$ cat config.mk
export PLATFORM = sky130hd
export DESIGN_NAME = tmr_pin_unit
export DESIGN_NICKNAME = d
export VERILOG_FILES = /design/src/rtl/tmr_pin_pkg.sv /design/src/rtl/tmr_pin_sync.sv /design/src/rtl/tmr_pin_edge.sv /design/src/rtl/tmr_pin_pad.sv /design/src/rtl/tmr_pin_unit.sv
export SDC_FILE = /design/constraint.sdc
export NUM_CORES = 1
export LEC_CHECK = 0
export CORE_MARGIN = 2
export CORE_UTILIZATION = 30
export CTS_BUF_LIST = sky130_fd_sc_hd__clkbuf_4
export DETAILED_ROUTE_END_ITERATION = 8
export DONT_BUFFER_PORTS = 1
export GPL_TIMING_DRIVEN = 0
export SETUP_SLACK_MARGIN = 0.3
export SLEW_MARGIN = 15
export SYNTH_ARGS = -nofsm -noshare
export SYNTH_HDL_FRONTEND = slang
export SYNTH_SLANG_ARGS = --single-unit
$ cat constraint.sdc
create_clock -name clk -period 2.2 [get_ports clk]
set_input_delay 0.44 -clock clk [delete_from_list [all_inputs] [get_ports clk]]
set_output_delay 0.44 -clock clk [all_outputs]
set_load 0.01 [all_outputs]
$ cat src/rtl/tmr_pin_pkg.sv
// Shared field positions, pin function codes and the decoded mode record
// for the timer pin controller. Assumes a 32-bit register word.
package tmr_pin_pkg;

    localparam int WORD_W = 32;
    localparam int FLAG_W = 4;

    // Bit positions within the mode word
    localparam int SEL_LSB   = 0;
    localparam int DRV_LSB   = 4;
    localparam int IEN_BIT   = 8;
    localparam int ODRN_BIT  = 9;
    localparam int EDGE_LSB  = 16;

    // Bit positions within the status word
    localparam int FLAG_EVENT   = 0;
    localparam int FLAG_OVERRUN = 1;
    localparam int LEVEL_BIT    = 8;

    // Writable bits of the mode word
    localparam logic [WORD_W-1:0] MODE_KEEP = 32'h0003_0337;

    typedef enum logic [2:0] {
        PIN_OFF     = 3'd0,
        PIN_CAPTURE = 3'd1,
        PIN_COMPARE = 3'd2,
        PIN_PULSE   = 3'd3,
        PIN_GPIO    = 3'd4
    } pin_fn_e;

    typedef struct packed {
        pin_fn_e    fn;
        logic [1:0] drive;
        logic       irq_en;
        logic       open_drain;
        logic [1:0] edge_sel;
    } mode_fields_t;

    function automatic mode_fields_t unpack_mode(input logic [WORD_W-1:0] m);
        mode_fields_t f;
        f.fn         = pin_fn_e'(m[SEL_LSB +: 3]);
        f.drive      = m[DRV_LSB +: 2];
        f.irq_en     = m[IEN_BIT];
        f.open_drain = m[ODRN_BIT];
        f.edge_sel   = m[EDGE_LSB +: 2];
        return f;
    endfunction

endpackage

$ cat src/rtl/tmr_pin_sync.sv
// Multi-stage synchronizer for the asynchronous pad input.
// Assumes STAGES >= 2; the output is the input delayed by STAGES edges.
module tmr_pin_sync #(
    parameter int STAGES = 2
) (
    input  logic clk,
    input  logic rst_n,
    input  logic d,
    output logic q
);

    logic [STAGES-1:0] chain;

    // Shift the pad level through the flop chain
    always_ff @(posedge clk) begin
        if (!rst_n) chain <= '0;
        else        chain <= {chain[STAGES-2:0], d};
    end

    assign q = chain[STAGES-1];

endmodule

$ cat src/rtl/tmr_pin_edge.sv
// Edge detector and sticky flag store for capture mode.
// Compares the synchronized level with its value one cycle earlier; a
// qualifying edge sets the event flag, and the overrun flag when the event
// flag survives the same cycle's clear. A set wins over a clear.
module tmr_pin_edge
    import tmr_pin_pkg::*;
(
    input  logic              clk,
    input  logic              rst_n,
    input  logic              level,
    input  logic              arm,
    input  logic [1:0]        edge_sel,
    input  logic [FLAG_W-1:0] clr_mask,
    output logic [FLAG_W-1:0] flags
);

    logic              level_d;
    logic              rise, fall, hit;
    logic [FLAG_W-1:0] kept;
    logic [FLAG_W-1:0] flags_nx;

    // Remember last cycle's synchronized level
    always_ff @(posedge clk) begin
        if (!rst_n) level_d <= 1'b0;
        else        level_d <= level;
    end

    assign rise = level & ~level_d;
    assign fall = ~level & level_d;
    assign hit  = arm & ((edge_sel[0] & rise) | (edge_sel[1] & fall));

    // Apply clears first, then set flags on a qualifying edge
    always_comb begin
        kept     = flags & ~clr_mask;
        flags_nx = kept;
        if (hit) begin
            flags_nx[FLAG_EVENT] = 1'b1;
            if (kept[FLAG_EVENT]) flags_nx[FLAG_OVERRUN] = 1'b1;
        end
    end

    // Hold the sticky flags
    always_ff @(posedge clk) begin
        if (!rst_n) flags <= '0;
        else        flags <= flags_nx;
    end

endmodule

$ cat src/rtl/tmr_pin_pad.sv
// Pad drive decode. Only the GPIO function may enable the output; open
// drain turns a high request into a released pin. Purely combinational.
module tmr_pin_pad
    import tmr_pin_pkg::*;
(
    input  mode_fields_t cfg,
    output logic         oe,
    output logic         out
);

    // Derive output enable and drive level from the mode fields
    always_comb begin
        oe  = 1'b0;
        out = 1'b0;
        if (cfg.fn == PIN_GPIO && cfg.drive[1]) begin
            if (cfg.drive[0]) begin
                oe  = ~cfg.open_drain;
                out = ~cfg.open_drain;
            end else begin
                oe  = 1'b1;
                out = 1'b0;
            end
        end
    end

endmodule

$ cat src/rtl/tmr_pin_unit.sv
// Timer channel pin controller: mode and status words on a simple
// write/read port, pad drive decode, synchronized edge capture and a level
// interrupt. Assumes a single clock and a pad input that may be asynchronous.
module tmr_pin_unit
    import tmr_pin_pkg::*;
#(
    parameter int SYNC_STAGES = 2,
    parameter int ADDR_W      = 2
) (
    input  logic              clk,
    input  logic              rst_n,
    input  logic              bus_we,
    input  logic [ADDR_W-1:0] bus_addr,
    input  logic [WORD_W-1:0] bus_wdata,
    output logic [WORD_W-1:0] bus_rdata,
    input  logic              pin_in,
    output logic              pin_out,
    output logic              pin_oe,
    output logic              irq
);

    localparam logic [ADDR_W-1:0] OFS_MODE = ADDR_W'(0);
    localparam logic [ADDR_W-1:0] OFS_STAT = ADDR_W'(1);

    logic [WORD_W-1:0] mode_q;
    logic [FLAG_W-1:0] flags_q;
    logic [FLAG_W-1:0] clr_mask;
    logic              level;
    mode_fields_t      cfg;

    assign cfg = unpack_mode(mode_q);

    // Mode word storage, keeping only defined fields
    always_ff @(posedge clk) begin
        if (!rst_n)                             mode_q <= '0;
        else if (bus_we && bus_addr == OFS_MODE) mode_q <= bus_wdata & MODE_KEEP;
    end

    assign clr_mask = (bus_we && bus_addr == OFS_STAT) ? bus_wdata[FLAG_W-1:0] : '0;

    tmr_pin_sync #(.STAGES(SYNC_STAGES)) u_sync (
        .clk   (clk),
        .rst_n (rst_n),
        .d     (pin_in),
        .q     (level)
    );

    tmr_pin_edge u_edge (
        .clk      (clk),
        .rst_n    (rst_n),
        .level    (level),
        .arm      (cfg.fn == PIN_CAPTURE),
        .edge_sel (cfg.edge_sel),
        .clr_mask (clr_mask),
        .flags    (flags_q)
    );

    tmr_pin_pad u_pad (
        .cfg (cfg),
        .oe  (pin_oe),
        .out (pin_out)
    );

    // Read mux for the addressed word
    always_comb begin
        bus_rdata = '0;
        if (bus_addr == OFS_MODE) begin
            bus_rdata = mode_q;
        end else if (bus_addr == OFS_STAT) begin
            bus_rdata[FLAG_W-1:0] = flags_q;
            bus_rdata[LEVEL_BIT]  = level;
        end
    end

    assign irq = cfg.irq_en & (|flags_q);

endmodule

# Word level (Yosys, flattened, before mapping)
# Cells that the tools add are included.
# Widths: inputs -> output; s select.
totals:
  ff_bits: 16
  output_inout_bits: 35
  word_cells: 37
classes:
  eq_ne: 3
  mux: 13
  bitwise_logic: 12
  reduce_logical: 5
ops:
  columns: ["op", "count"]
  rows:
  - ["$mux 4", 3]
  - ["$mux 9", 1]
  - ["$mux 1", 7]
  - ["$and 1x1->1", 6]
  - ["$and 4x4->4", 1]
  - ["$mux 2", 2]
  - ["$not 4->4", 1]
  - ["$reduce_or 4->1", 1]
  - ["$eq 3x1->1 const B", 1]
  - ["$eq 3x3->1 const B", 1]
  - ["$logic_and 1x1->1", 3]
  - ["$not 1->1", 3]
  - ["$eq 2x1->1 const B", 1]
  - ["$logic_not 2->1", 1]
  - ["$or 1x1->1", 1]

# Depth between registers and ports, before layout
logic_depth:
  depth_word: 7
  ltp_mapped: 5
  ltp_nobuf: 3

# Hierarchy
# Synthesis repeated with hierarchy kept, for this count alone.
hier_totals:
  hier_cells: 109
  area_unflattened_um2: 959.7
by_module_without_submodules:
  columns: ["module", "instances", "cells_each", "area_per_inst_um2", "seq_area_each_um2"]
  rows:
  - ["tmr_pin_unit", 1, 86, 698.2, 180.2]
  - ["tmr_pin_edge", 1, 16, 180.2, 100.1]
  - ["tmr_pin_sync", 1, 4, 52.6, 40.0]
  - ["tmr_pin_pad", 1, 3, 28.8, 0.0]

# Worst setup path before layout
# No wires, ideal clock.
synth_path:
  path_kind: "input -> output"
  startpoint: "in bus_addr[1]"
  endpoint: "out bus_rdata[16]"
  arrival_ns: 0.917
  t_required_ns: 1.760
  setup_slack_ns: 0.843
  cell_stages: 3
  n_path_buf: 1
  path_cell_list: "buf_4 nor2_1 and2_1"
synth_via:
  elab_chain_len: 2
synth_rtl:
  columns: ["item", "line", "text"]
  rows:
  - ["from (decl)", "tmr_pin_unit.sv:13", "input logic [ADDR_W-1:0] bus_addr,"]
  - ["$logic_not 2->1", "tmr_pin_unit.sv:67", "if (bus_addr == OFS_MODE) begin"]
  - ["$mux 9", "tmr_pin_unit.sv:67", null]
  - ["to (decl)", "tmr_pin_unit.sv:15", "output logic [WORD_W-1:0] bus_rdata,"]
# Every way passes these cells.

# Worst setup path in the final report
layout_path:
  startpoint: "reg mode_q[0]"
  endpoint: "out pin_out"
layout_via:
  elab_chain_len: 3
layout_rtl:
  columns: ["item", "line", "text"]
  rows:
  - ["from (decl)", "tmr_pin_unit.sv:25", "logic [WORD_W-1:0] mode_q;"]
  - ["from (signal assigned)", "tmr_pin_unit.sv:36", "else if (bus_we && bus_addr == OFS_MODE) mode_q <= bus_wdata & MODE_KEEP;"]
  - ["$eq 3x3->1", "tmr_pin_pad.sv:15", "if (cfg.fn == PIN_GPIO && cfg.drive[1]) begin"]
  - ["$logic_and 1x1->1", "tmr_pin_pad.sv:15", null]
  - ["$mux 1", "tmr_pin_pad.sv:15", null]
  - ["to (decl)", "tmr_pin_unit.sv:17", "output logic pin_out,"]
# Every way passes these cells.

==> metrics.cfg <==
[setup_path]
critPathRequiredTime_ns=1.76
arrival_ns=1.20
reg2reg_depth=3
crit_chain=nor2_1 -> nand3_1 -> nor3b_1
critical_path_buf_inv_count=0
ff2ff_setup_slack_ns=1.19
cp_slowest_cell=nor3b_1
path_delay_family=simple AND/OR/NAND/NOR gates
r2r_end=u_edge.flags[0]
critPathLaunchType=flop
slowest_delay_ns=0.37
critPathKind=reg2out
path_max_fanout=4
end_kind=primary output
crit-reg2reg-launch=u_sync.chain[1]

[floorplan]
die-area_sq_mm=0.00359
die_x_um=59.9
core_area_sq_mm=0.00300
initial_core_util_pct=31.2
die_h_um=59.9
io_pins=73
row_count=20

[min_path]
hp-class=in2reg
hp-start=bus_wdata[3]
holdPathEnd=u_edge.flags[3]
hold_path_depth=1

[timing]
tns_ns=0
rsz0062_at_grt=false
layout_min_cycle_time_ns=1.64
setup_viol=0
hold_violations=0
finalCritPeriodShare_pct=74.5
slew_violations=0
fin_skew_ns=0.00260
fmax_mhz=610

[placement]
dpl.cell_count=154
placed_area_sq_mm=0.00106
place_congestion=0.730
dp_hpwl_um=1430
port_buffers=0

[global_routing]
grt_pass1_vias=639
grt_pass1_wl_um=2950
grt_max_degree=11
antenna_found_initial=0
grtUsageTotal_pct=11.0
overflow=0

[clock_tree]
cts.sinks=16
clk_pin_slew_ns=0.09
cts_max_level=1
clock_latency_ns=0.28
numCtsBuffers=3
cts_resized=0
post_cts_buffers=0
hold_buffers=0
clk_path_buf_depth=2
cts_root_buf=clkbuf_4
cts_tree=built

[final_layout]
area_growth_pct=15.2
diodes=0
stdcell_count=157
nFillCells=331
final_core_util_pct=36.0
multi_input_area_sq_um=497
final_area_sq_mm=0.00108
seqCellArea_sq_um=320
drive_above_1_share_pct=25.0
nNetsFinal=164

[synthesis]
syn_area_sq_um=937
yosys-top-cells-area=dfxtp_1, buf_4, mux2i_1, nor2b_1, and2_1
synthMostInstantiatedCell=buf_4
synth-seq-area-share_pct=34.2
synth_warnings=0
yosysUniqueCellTypes=21
synthArstFlopShare_pct=0
synth-edff-count=0
yosysTopAreaCellShare_pct=34.2
synthCells=100
yosys-top-cells-count=buf_4, dfxtp_1, mux2i_1, nor2b_1, and2_1
yosysTopAreaCell=dfxtp_1
ys_ff_latch=16
synth.avg_cell_area_sq_um=9.37
ys_dominant_reg_cell=dfxtp_1

[pwr]
ir_worst_vdd_uv=271
power_density_mw_per_mm2=500
p_leak_nw=0.492
power_mw=0.539

[routing]
wirelength_um=1760
drt_iter0_drc=9
drc_errors=0
postRouteAntennaNets=0
drtPass1Iterations=4
vias=666
avgRoutedWirePerCell_um=11.2
vias_per_cell=4.24

[run]
max_cap_violations=0

[status]
outcome=complete, no violations

[cell families (layout without fill, tap and decap cells)]
| logic type | after synthesis | in the layout | synth area share (%) |
|---|---|---|---|
| other cells | 1 | 22 | 0.400 |
| compound gates | 8 | 8 | 6.14 |
| flops | 16 | 16 | 34.2 |
| buf+inv | 26 | 29 | 21.2 |
| mux | 13 | 13 | 13.9 |
| simple gates | 36 | 36 | 24.2 |
[layout by cell type (no fill, tap or decap)]
master / count
a21boi_0: 2
a21oi_1: 3
and2_1: 8
and3b_1: 2
and3b_2: 2
buf_4: 23
buf_6: 2
clkbuf_1: 1
clkbuf_4: 3
conb_1: 22
dfxtp_1: 16
mux2i_1: 13
nand2_1: 3
nand3_1: 2
nand4b_1: 1
nor2_1: 7
nor2b_1: 9
nor3b_1: 1
nor3b_4: 1
o211ai_1: 1
o2bb2ai_1: 1
o41a_1: 1
[worst max-delay path by stage]
stage	startpoint	end	slack, ns	cells past startpoint
final	mode_q[0]	pin_out	0.56	3
after detailed placement	bus_addr[1]	bus_rdata[17]	0.66	3
after CTS	mode_q[0]	pin_out	0.53	3
after global routing	mode_q[0]	pin_out	0.46	3
after global placement	bus_addr[1]	bus_rdata[16]	0.67	3
after floorplan	bus_addr[1]	bus_rdata[16]	0.84	3
[sequential cells by signal (all words and copies together) (netlist names)]
register,cells
mode_q,9
u_edge.flags,4
u_edge.level_d,1
u_sync.chain,2
[power breakdown]
part	internal, mW	switching (mW)	leakage (nW)
sequential	0.297	0.00595	0.130
combinational	0.0469	0.0422	0.348
clock	0.0635	0.0836	0.0138
[stage by stage]
| step | hold WS (ns) | worst slack, ns |
|---|---|---|
| final | 0.235 | 0.561 |
| after global routing | 0.214 | 0.463 |
| after CTS | 0.226 | 0.528 |
| after detailed placement | 0.425 | 0.663 |
| after global placement | 0.417 | 0.670 |
| after floorplan | 0.412 | 0.843 |
[final cells by class]
class,count,area share (%)
flip-flops and latches,16,29.7
plain buffers,26,18.4
clock buffers,3,2.09
well taps,33,3.82
multi-input cells,79,46.0
[metal layers]
metal / share of wire, % / global-route usage (%) / up-vias
met1: 43 / 13.4 / 298
met2: 48 / 17.9 / 27
met4: 0.51 / 6.67 / 0
met3: 8.1 / 2.16 / 2
met5: 0 / 0 / -
li1: - / - / 339
(Power assumes the default switching activity.)
